===== src/rtl/irq_pend_pkg.sv =====
package irq_pend_pkg;

    localparam int BITS_PER_BYTE = 8;

    typedef enum logic {
        WR_SET   = 1'b0,
        WR_CLEAR = 1'b1
    } wr_kind_e;

    typedef struct packed {
        logic pend;
        logic act;
    } irq_state_t;

    // Pending must not be dropped while the line holds the request and
    // nobody is servicing it.
    function automatic logic clear_blocked(input logic level, input logic active);
        return level & ~active;
    endfunction

endpackage


===== src/rtl/irq_edge_det.sv =====
module irq_edge_det #(
    parameter int N = 28
) (
    input  logic         clk,
    input  logic         rst,
    input  logic [N-1:0] lvl_i,
    output logic [N-1:0] prev_o,
    output logic [N-1:0] rise_o
);

    logic [N-1:0] prev_q;

    always_ff @(posedge clk) begin
        if (rst) begin
            prev_q <= '0;
        end else begin
            prev_q <= lvl_i;
        end
    end

    assign prev_o = prev_q;
    assign rise_o = lvl_i & ~prev_q;

endmodule


===== src/rtl/irq_strobe_dec.sv =====
module irq_strobe_dec #(
    parameter int N    = 28,
    parameter int ID_W = 5
) (
    input  logic            valid_i,
    input  logic [ID_W-1:0] id_i,
    output logic [N-1:0]    hit_o
);

    for (genvar n = 0; n < N; n++) begin : g_dec
        // numbers at or above N match no slot and are dropped
        assign hit_o[n] = valid_i && (id_i == ID_W'(n));
    end

endmodule


===== src/rtl/irq_wr_dec.sv =====
module irq_wr_dec
    import irq_pend_pkg::*;
#(
    parameter int N     = 28,
    parameter int WR_W  = 32,
    parameter int OFS_W = 3
) (
    input  logic             valid_i,
    input  logic             kind_i,
    input  logic             secure_i,
    input  logic [OFS_W-1:0] ofs_i,
    input  logic [WR_W-1:0]  data_i,
    input  logic [N-1:0]     ns_target_i,
    output logic [N-1:0]     set_ok_o,
    output logic [N-1:0]     clr_ok_o
);

    localparam int SPAN = N + WR_W;

    wr_kind_e     kind;
    logic [SPAN-1:0] window;
    logic [N-1:0] permit;
    logic [N-1:0] sel;

    assign kind   = wr_kind_e'(kind_i);
    // bits landing at or above N fall off the top of the used slice
    assign window = SPAN'(data_i) << (BITS_PER_BYTE * int'(ofs_i));
    assign permit = {N{secure_i}} | ns_target_i;
    assign sel    = valid_i ? (window[N-1:0] & permit) : '0;

    always_comb begin
        set_ok_o = '0;
        clr_ok_o = '0;
        unique case (kind)
            WR_SET:   set_ok_o = sel;
            WR_CLEAR: clr_ok_o = sel;
        endcase
    end

endmodule


===== src/rtl/irq_state_bank.sv =====
module irq_state_bank
    import irq_pend_pkg::*;
#(
    parameter int N = 28
) (
    input  logic         clk,
    input  logic         rst,
    input  logic [N-1:0] lvl_i,
    input  logic [N-1:0] rise_i,
    input  logic [N-1:0] ack_i,
    input  logic [N-1:0] cpl_i,
    input  logic [N-1:0] set_ok_i,
    input  logic [N-1:0] clr_ok_i,
    output logic [N-1:0] pend_o,
    output logic [N-1:0] act_o
);

    for (genvar n = 0; n < N; n++) begin : g_irq
        irq_state_t st_q;
        irq_state_t st_d;
        logic       clr_eff;
        logic       repend;

        always_comb begin
            clr_eff = clr_ok_i[n] & ~clear_blocked(lvl_i[n], st_q.act);
            repend  = cpl_i[n] & st_q.act & lvl_i[n] & ~ack_i[n];
            st_d.pend = (st_q.pend & ~ack_i[n] & ~clr_eff)
                      | rise_i[n] | set_ok_i[n] | repend;
            st_d.act  = ack_i[n] | (st_q.act & ~cpl_i[n]);
        end

        always_ff @(posedge clk) begin
            if (rst) begin
                st_q <= '0;
            end else begin
                st_q <= st_d;
            end
        end

        assign pend_o[n] = st_q.pend;
        assign act_o[n]  = st_q.act;
    end

endmodule


===== src/rtl/irq_pend_tracker.sv =====
module irq_pend_tracker #(
    parameter int NUM_IRQ = 28,
    parameter int WR_W    = 32,
    parameter int OFS_W   = 3,
    localparam int ID_W   = $clog2(NUM_IRQ)
) (
    input  logic               clk,
    input  logic               rst,
    input  logic [NUM_IRQ-1:0] irq_level_i,
    input  logic [NUM_IRQ-1:0] ns_target_i,
    input  logic               ack_valid_i,
    input  logic [ID_W-1:0]    ack_id_i,
    input  logic               cpl_valid_i,
    input  logic [ID_W-1:0]    cpl_id_i,
    input  logic               wr_valid_i,
    input  logic               wr_kind_i,
    input  logic               wr_secure_i,
    input  logic [OFS_W-1:0]   wr_byte_ofs_i,
    input  logic [WR_W-1:0]    wr_data_i,
    output logic [NUM_IRQ-1:0] pending_o,
    output logic [NUM_IRQ-1:0] active_o,
    output logic [NUM_IRQ-1:0] level_o
);

    logic [NUM_IRQ-1:0] rise;
    logic [NUM_IRQ-1:0] ack_hit;
    logic [NUM_IRQ-1:0] cpl_hit;
    logic [NUM_IRQ-1:0] set_ok;
    logic [NUM_IRQ-1:0] clr_ok;

    irq_edge_det #(.N(NUM_IRQ)) edge_i (
        .clk    (clk),
        .rst    (rst),
        .lvl_i  (irq_level_i),
        .prev_o (level_o),
        .rise_o (rise)
    );

    irq_strobe_dec #(.N(NUM_IRQ), .ID_W(ID_W)) ack_dec_i (
        .valid_i (ack_valid_i),
        .id_i    (ack_id_i),
        .hit_o   (ack_hit)
    );

    irq_strobe_dec #(.N(NUM_IRQ), .ID_W(ID_W)) cpl_dec_i (
        .valid_i (cpl_valid_i),
        .id_i    (cpl_id_i),
        .hit_o   (cpl_hit)
    );

    irq_wr_dec #(.N(NUM_IRQ), .WR_W(WR_W), .OFS_W(OFS_W)) wr_dec_i (
        .valid_i     (wr_valid_i),
        .kind_i      (wr_kind_i),
        .secure_i    (wr_secure_i),
        .ofs_i       (wr_byte_ofs_i),
        .data_i      (wr_data_i),
        .ns_target_i (ns_target_i),
        .set_ok_o    (set_ok),
        .clr_ok_o    (clr_ok)
    );

    irq_state_bank #(.N(NUM_IRQ)) bank_i (
        .clk      (clk),
        .rst      (rst),
        .lvl_i    (irq_level_i),
        .rise_i   (rise),
        .ack_i    (ack_hit),
        .cpl_i    (cpl_hit),
        .set_ok_i (set_ok),
        .clr_ok_i (clr_ok),
        .pend_o   (pending_o),
        .act_o    (active_o)
    );

endmodule


===== config.mk =====
export PLATFORM = sky130hd
export DESIGN_NAME = irq_pend_tracker
export DESIGN_NICKNAME = d
export VERILOG_FILES = /design/src/rtl/irq_pend_pkg.sv /design/src/rtl/irq_edge_det.sv /design/src/rtl/irq_strobe_dec.sv /design/src/rtl/irq_wr_dec.sv /design/src/rtl/irq_state_bank.sv /design/src/rtl/irq_pend_tracker.sv
export SDC_FILE = /design/constraint.sdc
export NUM_CORES = 1
export LEC_CHECK = 0
export BUFFER_PORTS_ARGS = -buffer_cell sky130_fd_sc_hd__buf_4
export CAP_MARGIN = 5
export CORE_ASPECT_RATIO = 1.25
export CORE_MARGIN = 2
export CORE_UTILIZATION = 40
export DETAILED_ROUTE_END_ITERATION = 10
export GPL_TIMING_DRIVEN = 0
export HOLD_SLACK_MARGIN = 0.08
export PLACE_DENSITY = 0.73
export SLEW_MARGIN = 20
export SYNTH_ARGS = -nofsm -noshare
export SYNTH_HDL_FRONTEND = slang
export SYNTH_SLANG_ARGS = --single-unit

===== constraint.sdc =====
create_clock -name clk -period 4.3 [get_ports clk]
set_input_delay 0.645 -clock clk [delete_from_list [all_inputs] [get_ports clk]]
set_output_delay 0.645 -clock clk [all_outputs]
set_load 0.01 [all_outputs]

; ---- Yosys cells after proc, flatten, opt, wreduce, memory -nomap -nowiden
; Cells that the tools add are included.
; W data, S select, Z words.
[totals]
regBits = 84
in_bits = 108
output_inout_bits = 84
wordCells = 653
[classes]
n_eq_ne = 54
shifts = 1
n_mux = 3
n_bitwise = 480
reduce_logical = 58
[op_table]
columns = operator, n
row1 = $and A1 B1 Y1, 224
row2 = $not A1 Y1, 140
row3 = $eq A5 B5 Y1 const B, 24
row4 = $or A1 B1 Y1, 112
row5 = $mux W28, 3
row6 = $eq A5 B4 Y1 const B, 16
row7 = $and A28 B28 Y28, 2
row8 = $logic_and A1 B1 Y1, 56
row9 = $eq A5 B3 Y1 const B, 8
row10 = $shl A32 B6 Y28, 1
row11 = $not A28 Y28, 1
row12 = $or A28 B28 Y28, 1
row13 = $eq A5 B2 Y1 const B, 4
row14 = $eq A5 B1 Y1 const B, 2
row15 = $logic_not A5 Y1, 2

; ---- Logic depth before layout (Yosys ltp)
; Gate-level depths: netlist of the first run.
[depth]
depth_word = 10
depth_mapped = 7

; ---- Cells and area by module
; Synthesis of the first run repeated with hierarchy kept, for this count alone.
[unflattened]
hier_cells = 602
hier_area_um2 = 4769.6
[modules_own_cells]
columns = module, n_inst, cells_each, area_each_um2
row1 = irq_state_bank, 1, 286, 2487.4
row2 = irq_edge_det, 1, 86, 953.4
row3 = irq_wr_dec, 1, 150, 925.9
row4 = irq_strobe_dec, 2, 40, 201.4

; ---- Worst setup path before layout of the first run
; No wires, ideal clock.
[synth_timing]
path_kind = input to register
start = input wr_byte_ofs_i[0]
end = register bank_i.g_irq[1].st_q, in the netlist bank_i.pend_o[1]
setup_ps = 134
arrival_time_ps = 1832
setup_slack_ps = 2334
cell_stages = 5
cell_sequence = buf_6 > or4b_4 > or2_2 > a31oi_1 > a31oi_1
[synth_between]
elab_chain_cells = 10
[synth_lines]
columns = item, line_no
row1 = start: declaration, irq_pend_tracker.sv:18  ; input logic [OFS_W-1:0] wr_byte_ofs_i,
row2 = $shl A32 B6 Y28 (*), irq_wr_dec.sv:27  ; assign window = SPAN'(data_i) << (BITS_PER_BYTE * int'(ofs_i));
row3 = $and A28 B28 Y28 (*), irq_wr_dec.sv:29  ; assign sel = valid_i ? (window[N-1:0] & permit) : '0;
row4 = $mux W28 (*), irq_wr_dec.sv:29
row5 = $mux W28, irq_wr_dec.sv:34  ; unique case (kind)
row6 = $and A1 B1 Y1, irq_state_bank.sv:25  ; clr_eff = clr_ok_i[n] & ~clear_blocked(lvl_i[n], st_q.act);
row7 = $not A1 Y1, irq_state_bank.sv:27  ; st_d.pend = (st_q.pend & ~ack_i[n] & ~clr_eff)
row8 = $and A1 B1 Y1, irq_state_bank.sv:27
row9 = $or A1 B1 Y1, irq_state_bank.sv:28  ; | rise_i[n] | set_ok_i[n] | repend;
row10 = $or A1 B1 Y1 (*) (2 in a row), irq_state_bank.sv:28
row11 = end signal: assignment, irq_state_bank.sv:36  ; st_q <= st_d;
row12 = end: declaration, irq_state_bank.sv:19  ; irq_state_t st_q;
; Mark *: on every way between the ends. The rest lies on a longest branch, timed or not.
; A chain may end at the register's enable or synchronous reset.

; ---- Final worst setup path of the first run
[layout_timing]
start = input wr_byte_ofs_i[1]
end = register bank_i.g_irq[10].st_q, in the netlist bank_i.pend_o[10]
[layout_between]
elab_chain_cells = 10
[layout_lines]
columns = item, line_no
row1 = $shl A32 B6 Y28 (*), irq_wr_dec.sv:27
row2 = $and A28 B28 Y28 (*), irq_wr_dec.sv:29
row3 = $mux W28 (*), irq_wr_dec.sv:29
row4 = $mux W28, irq_wr_dec.sv:34
row5 = $and A1 B1 Y1, irq_state_bank.sv:25
row6 = $not A1 Y1, irq_state_bank.sv:27
row7 = $and A1 B1 Y1, irq_state_bank.sv:27
row8 = $or A1 B1 Y1, irq_state_bank.sv:28
row9 = $or A1 B1 Y1 (*) (2 in a row), irq_state_bank.sv:28
row10 = end signal: assignment, irq_state_bank.sv:36
row11 = end: declaration, irq_state_bank.sv:19
; Marked as above.

==> results of run 1 <==
[cells by family after synthesis]
group,count (synthesis),share of synthesized area [%]
DFF,84,38.28
AOI/OAI and AO/OA,193,29.05
buffers and inverters,58,5.668
muxes,12,3.703
and+or+nand+nor,179,23.30
[cell usage after synthesis, drive strengths merged, types with 2 or more instances]
master    n
o221ai    8
buf      10
a211oi    6
mux2i     5
nand2    36
or3       8
o32a      7
mux2      4
a21o      4
nor4bb    3
o2111ai   8
a21oi    36
nand4     4
inv      28
nand4bb   3
o211ai    9
mux4      3
a31oi    28
nand4b    3
nor2b    35
a2111oi   6
o21a      3
nand2b   20
o311ai   14
dfxtp    84
o21ai    52
and4b     3
or4b      2
a2bb2oi   4
o22ai     3
nand3     5
and3b     4
a41oi     3
clkbuf   19
nor2     26
or4       4
or2       7
nor3     12
[worst paths after layout]
| path | end | depth (start not counted) |
|---|---|---|
| max reg2reg | bank_i.pend_o[14]$_SDFF_PP0_ | 4 |
| min | bank_i.pend_o[25]$_SDFF_PP0_ | 2 |
| min reg2reg | bank_i.pend_o[25]$_SDFF_PP0_ | 2 |
| max | bank_i.pend_o[10]$_SDFF_PP0_ | 6 |
[flip-flops by register name, indices dropped and copies added (netlist names)]
| signal | flops |
|---|---|
| edge_i.prev_o | 28 |
| bank_i.act_o | 28 |
| bank_i.pend_o | 28 |
[per-stage QoR]
stage	util, %	cell area (sq um)	cells
after floorplan	-	4393	526
after global routing	58.34	6223	855
after CTS	58.34	6223	855
after global placement	55.61	5932	841
final	58.34	6223	855
after detailed placement	55.61	5932	841
[critical path, stage by stage]
cell and delay (ns):
buf_4 0.14, clkbuf_1 0.27, nor3b_1 0.54, o21ai_0 0.25
or3_1 0.36, a31oi_1 0.17
[routing by layer]
layer | routed length, um | up-vias
li1 | - | 2357
met1 | 6773 | 2481
met2 | 8706 | 326
met3 | 1693 | 69
met4 | 880 | 0
met5 | 0 | -
[final cells by class]
| type | count | area [sq um] |
|---|---|---|
| clock inverter | 2 | 35.03 |
| buffer | 29 | 140.1 |
| sequential | 84 | 1682 |
| multi-input combinational | 384 | 2462 |
| timing repair buffer | 183 | 1374 |
| inverter | 29 | 108.9 |
| clock buffer | 12 | 256.5 |
| tap | 132 | 165.2 |
| fill | 971 | 4444 |
[where the power goes]
part	leakage (nW)	internal [W]	switching, W	total (W)
clock	0.145	0.000475	0.000314	0.000789
sequential	0.693	0.000820	0.0000282	0.000848
combinational	1.66	0.000187	0.000204	0.000391
==> impl_metrics.json, run 1 <==
{
  "run_status": "finished, final reports clean",
  "setup_violations": 0,
  "gr-usage-met3_pct": 7.258,
  "hold_viol": 0,
  "antenna_found_initial": 0,
  "gr-usage-met1_pct": 34.11,
  "yosys_warnings": 0,
  "die_h_um": 121.2,
  "fmax_ghz": 0.4739,
  "fin_crit_sh_pct": 49.07,
  "cp.arrival_ns": 2.38,
  "busiest_layer": "met2",
  "worstSetupPathType": "input pin to flip-flop",
  "avgSynthCellArea_sq_um": 8.352,
  "required_ns": 4.57,
  "setup_ws_ns": 2.190,
  "grt_max_degree": 13,
  "powerDensity_nw_per_um2": 325.8,
  "drtAntennaViolNets": 0,
  "root_buffer": "clkbuf_16",
  "gp_congestion": 0.9406,
  "peakVddDrop_uv": 182.1,
  "synthCells": 526,
  "cts_resized": 0,
  "post-route-min-period_ns": 2.110,
  "wl_um": 18050,
  "synth_edf_count": 0,
  "clock_latency_ns": 0.35,
  "postCtsHoldBufs": 0,
  "final_cell_mix": "184 x buf_4, 84 x dfxtp_1, 52 x o21ai_0, 36 x nand2_1, 36 x a21oi_1",
  "power_w": 0.002027,
  "grt_pass1_vias": 5284,
  "track_usage_pct": 29.65,
  "core_sq_um": 10670,
  "endpoint_kind": "flip-flop",
  "area_delta_synth_final_pct": 41.67,
  "post-dp-hpwl_um": 13970,
  "r2r_slack_ns": 2.97,
  "firstDrtPassIters": 5,
  "ys_top_cells_by_area": "dfxtp_1 38%, o21ai_0 5.9%, nor2b_1 5.0%, a21oi_1 4.1%, a31oi_1 4.0%",
  "route.vias.total": 5233,
  "cts_setup_buffers": 0,
  "ys_types": 52,
  "via_per_inst": 6.120,
  "pin_count": 192,
  "drt_iter0_markers": 328,
  "hp-class": "flip-flop to flip-flop",
  "worstMarginPinSlew_ns": 0.9538,
  "met2_usage_pct": 50.34,
  "dp_slack_ns": 1.856,
  "die_width_um": 97.74,
  "final_common_cell": "buf_4",
  "io_buffer_count": 183,
  "slew_headroom_pct": 35.55,
  "wl_per_cell_um": 21.12,
  "cp-start-kind": "input pin",
  "cts.sinks": 84,
  "tritoncts": "done",
  "grt_pass1_wl_um": 27280,
  "clk_path_buf_depth": 2,
  "rsz0062_at_grt": "no",
  "synth-main-ff-cell": "dfxtp_1",
  "overflow": 0,
  "r2r-start": "bank_i.act_o[14]$_SDFF_PP0_",
  "fin_tns_setup_ns": 0,
  "antenna_cells": 0,
  "drive_above_1_share_pct": 30.43,
  "path_clk_slew_ns": 0.06,
  "syn_area_sq_um": 4393,
  "syn-num-nets": 634,
  "fin_skew_ns": 0.005322,
  "start_util_pct": 41.18,
  "nets": 828,
  "maxCapViolCount": 0,
  "crit_fanout": 10,
  "synth-async-reset-ratio_pct": 0,
  "maxSlewViolCount": 0,
  "cp-startpoint": "wr_byte_ofs_i[1]",
  "ys_seq_elements": 84,
  "std_cell_rows": 42,
  "seq_area_frac_synth_pct": 38.28,
  "route.detailed.drc": 0,
  "min_from": "bank_i.pend_o[25]$_SDFF_PP0_",
  "cts_buffers": 9,
  "cts_max_level": 3,
  "hold_ws_ns": 0.4912,
  "synth_top_area_share_pct": 38.28,
  "yosys.area.top_type": "dfxtp_1",
  "dieArea_sq_um": 11840,
  "p_leak_nw": 2.503
}
(Power assumes the default switching activity.)
==> inputs of run 2 (changes only) <==
- PLACE_DENSITY: 0.73 -> 0.76
- clock period: 4.3 -> 1.8 ns (I/O delays scaled with it)
==> run 2 against run 1 <==
Against the previous run:
- flip-flop and latch count stayed put
- clock skew about the same
- die area stayed put
- sequential share of layout area up 0.087 points
- clock-buffer cell count stayed put
- critical endpoint is now bank_i.pend_o[12]$_SDFF_PP0_
- clock power rose by 120%
- cell count rose by 0.12%
- cell area fell by 0.32%
- global-route usage up 0.052 points
- register-to-register slack worse by 2.4 ns
- highest routed layer unchanged
- critical path type unchanged
- first-iteration DRC count grew 3.4%
==> impl_metrics.json, run 2 (synthesis gave the netlist of run 1 again) <==
{
  "run_status": "finished, final reports clean",
  "post-dp-hpwl_um": 14090,
  "slew_headroom_pct": 35.81,
  "postCtsHoldBufs": 0,
  "antenna_cells": 0,
  "cts_resized": 0,
  "dp_slack_ns": -0.2269,
  "hold_viol": 0,
  "crit_fanout": 13,
  "nets": 827,
  "setup_violations": 0,
  "route.vias.total": 5307,
  "root_buffer": "clkbuf_16",
  "dieArea_sq_um": 11840,
  "fin_skew_ns": 0.005577,
  "cp_slowest_cell": "clkbuf_1",
  "via_per_inst": 6.200,
  "cts_buffers": 9,
  "clk_path_buf_depth": 2,
  "setup_ws_ns": 0.2105,
  "pin_count": 192,
  "die_h_um": 121.2,
  "drive_above_1_share_pct": 30.66,
  "worstSetupPathType": "input pin to flip-flop",
  "cts.sinks": 84,
  "fin_crit_sh_pct": 88.31,
  "cp-start-kind": "input pin",
  "io_buffer_count": 183,
  "track_usage_pct": 29.71,
  "area_delta_synth_final_pct": 41.21,
  "required_ns": 2.00,
  "cts_max_level": 3,
  "wl_per_cell_um": 21.30,
  "grt_pass1_vias": 5160,
  "overflow": 0,
  "die_width_um": 97.74,
  "max_stage_delay_ns": 0.48,
  "core_sq_um": 10670,
  "powerDensity_nw_per_um2": 758.5,
  "route.detailed.drc": 0,
  "rsz0062_at_grt": "no",
  "fin_tns_setup_ns": 0,
  "p_leak_nw": 2.495,
  "dp.cells": 841,
  "final_cell_mix": "184 x buf_4, 84 x dfxtp_1, 52 x o21ai_0, 36 x nand2_1, 36 x a21oi_1",
  "antenna_found_initial": 0,
  "endpoint_kind": "flip-flop",
  "path_cells": "buf_4 -> clkbuf_1 -> o221ai_1 -> o311ai_0 -> a31oi_1",
  "std_cell_rows": 42,
  "start_util_pct": 41.18,
  "peakVddDrop_uv": 458.2,
  "clock_latency_ns": 0.34,
  "final_common_cell": "buf_4",
  "grt_pass1_wl_um": 27280,
  "path_clk_slew_ns": 0.06,
  "tritoncts": "done",
  "hp-class": "input pin to flip-flop",
  "gp_congestion": 0.9011,
  "maxSlewViolCount": 0,
  "cts_setup_buffers": 0,
  "instances_no_fill": 856,
  "wl_um": 18230,
  "fmax_ghz": 0.6291,
  "hold_ws_ns": 0.1626,
  "post-route-min-period_ns": 1.590,
  "grt_max_degree": 14,
  "firstDrtPassIters": 5,
  "drt_iter0_markers": 339,
  "maxCapViolCount": 0,
  "worstMarginPinSlew_ns": 0.9500,
  "drtAntennaViolNets": 0,
  "cp.arrival_ns": 1.79
}
-- run 2: changes by cell type in the layout (fill, tap and decap cells not counted), sizes merged --
| cell | delta |
|---|---|
| clkinv | +2 |
| bufinv | -1 |
| clkbuf | -1 |
| inv | +1 |
-- run 2: where the power goes --
group / internal [W] / switching [W]
clock: 0.000972 / 0.000770
sequential: 0.00196 / 0.0000696
combinational: 0.000447 / 0.000488
-- run 2: stage by stage --
step | util, % | total power [W] | cell area [sq um]
6_report | 58.15 | 0.004705 | 6203
5_1_grt | 58.15 | 0.004864 | 6203
4_1_cts | 58.14 | 0.004679 | 6202
3_5_place_dp | 55.61 | 0.002983 | 5932
3_3_place_gp | 55.61 | 0.002958 | 5932
2_1_floorplan | - | 0.002458 | 4393
-- run 2: layout make-up --
cell class / count / area, sq um
fill: 999 / 4464
sequential: 84 / 1682
multi-input combinational: 384 / 2467
buffer: 28 / 136.4
clock inverter: 4 / 23.77
tap: 132 / 165.2
clock buffer: 12 / 246.5
timing repair buffer: 183 / 1374
inverter: 29 / 108.9
-- run 2: final timing paths --
check | cells after the start | slack [ns] | to | from
worst max register to register | 4 | 0.62 | bank_i.pend_o[11]$_SDFF_PP0_ | bank_i.act_o[11]$_SDFF_PP0_
worst max-delay path | 5 | 0.21 | bank_i.pend_o[12]$_SDFF_PP0_ | wr_secure_i
worst min register to register | 2 | 0.50 | bank_i.act_o[10]$_SDFF_PP0_ | bank_i.act_o[10]$_SDFF_PP0_
worst min-delay path | 2 | 0.16 | edge_i.prev_o[1]$_SDFF_PP0_ | irq_level_i[1]
-- run 2: critical path: cells and delay by family --
kind            cells  cell delay, ns
buf+inv             2            0.66
compound gates      3            0.86
-- run 2: per-layer routing --
| metal | vias up | part of all wire (%) | global-route usage, % | routed length (um) |
|---|---|---|---|---|
| met3 | 55 | 10 | 6.797 | 1880 |
| met2 | 351 | 47 | 50.13 | 8620 |
| li1 | 2364 | - | - | - |
| met1 | 2537 | 38 | 35.91 | 6936 |
| met4 | 0 | 4.3 | 13.89 | 792 |
| met5 | - | 0 | 0 | 0 |
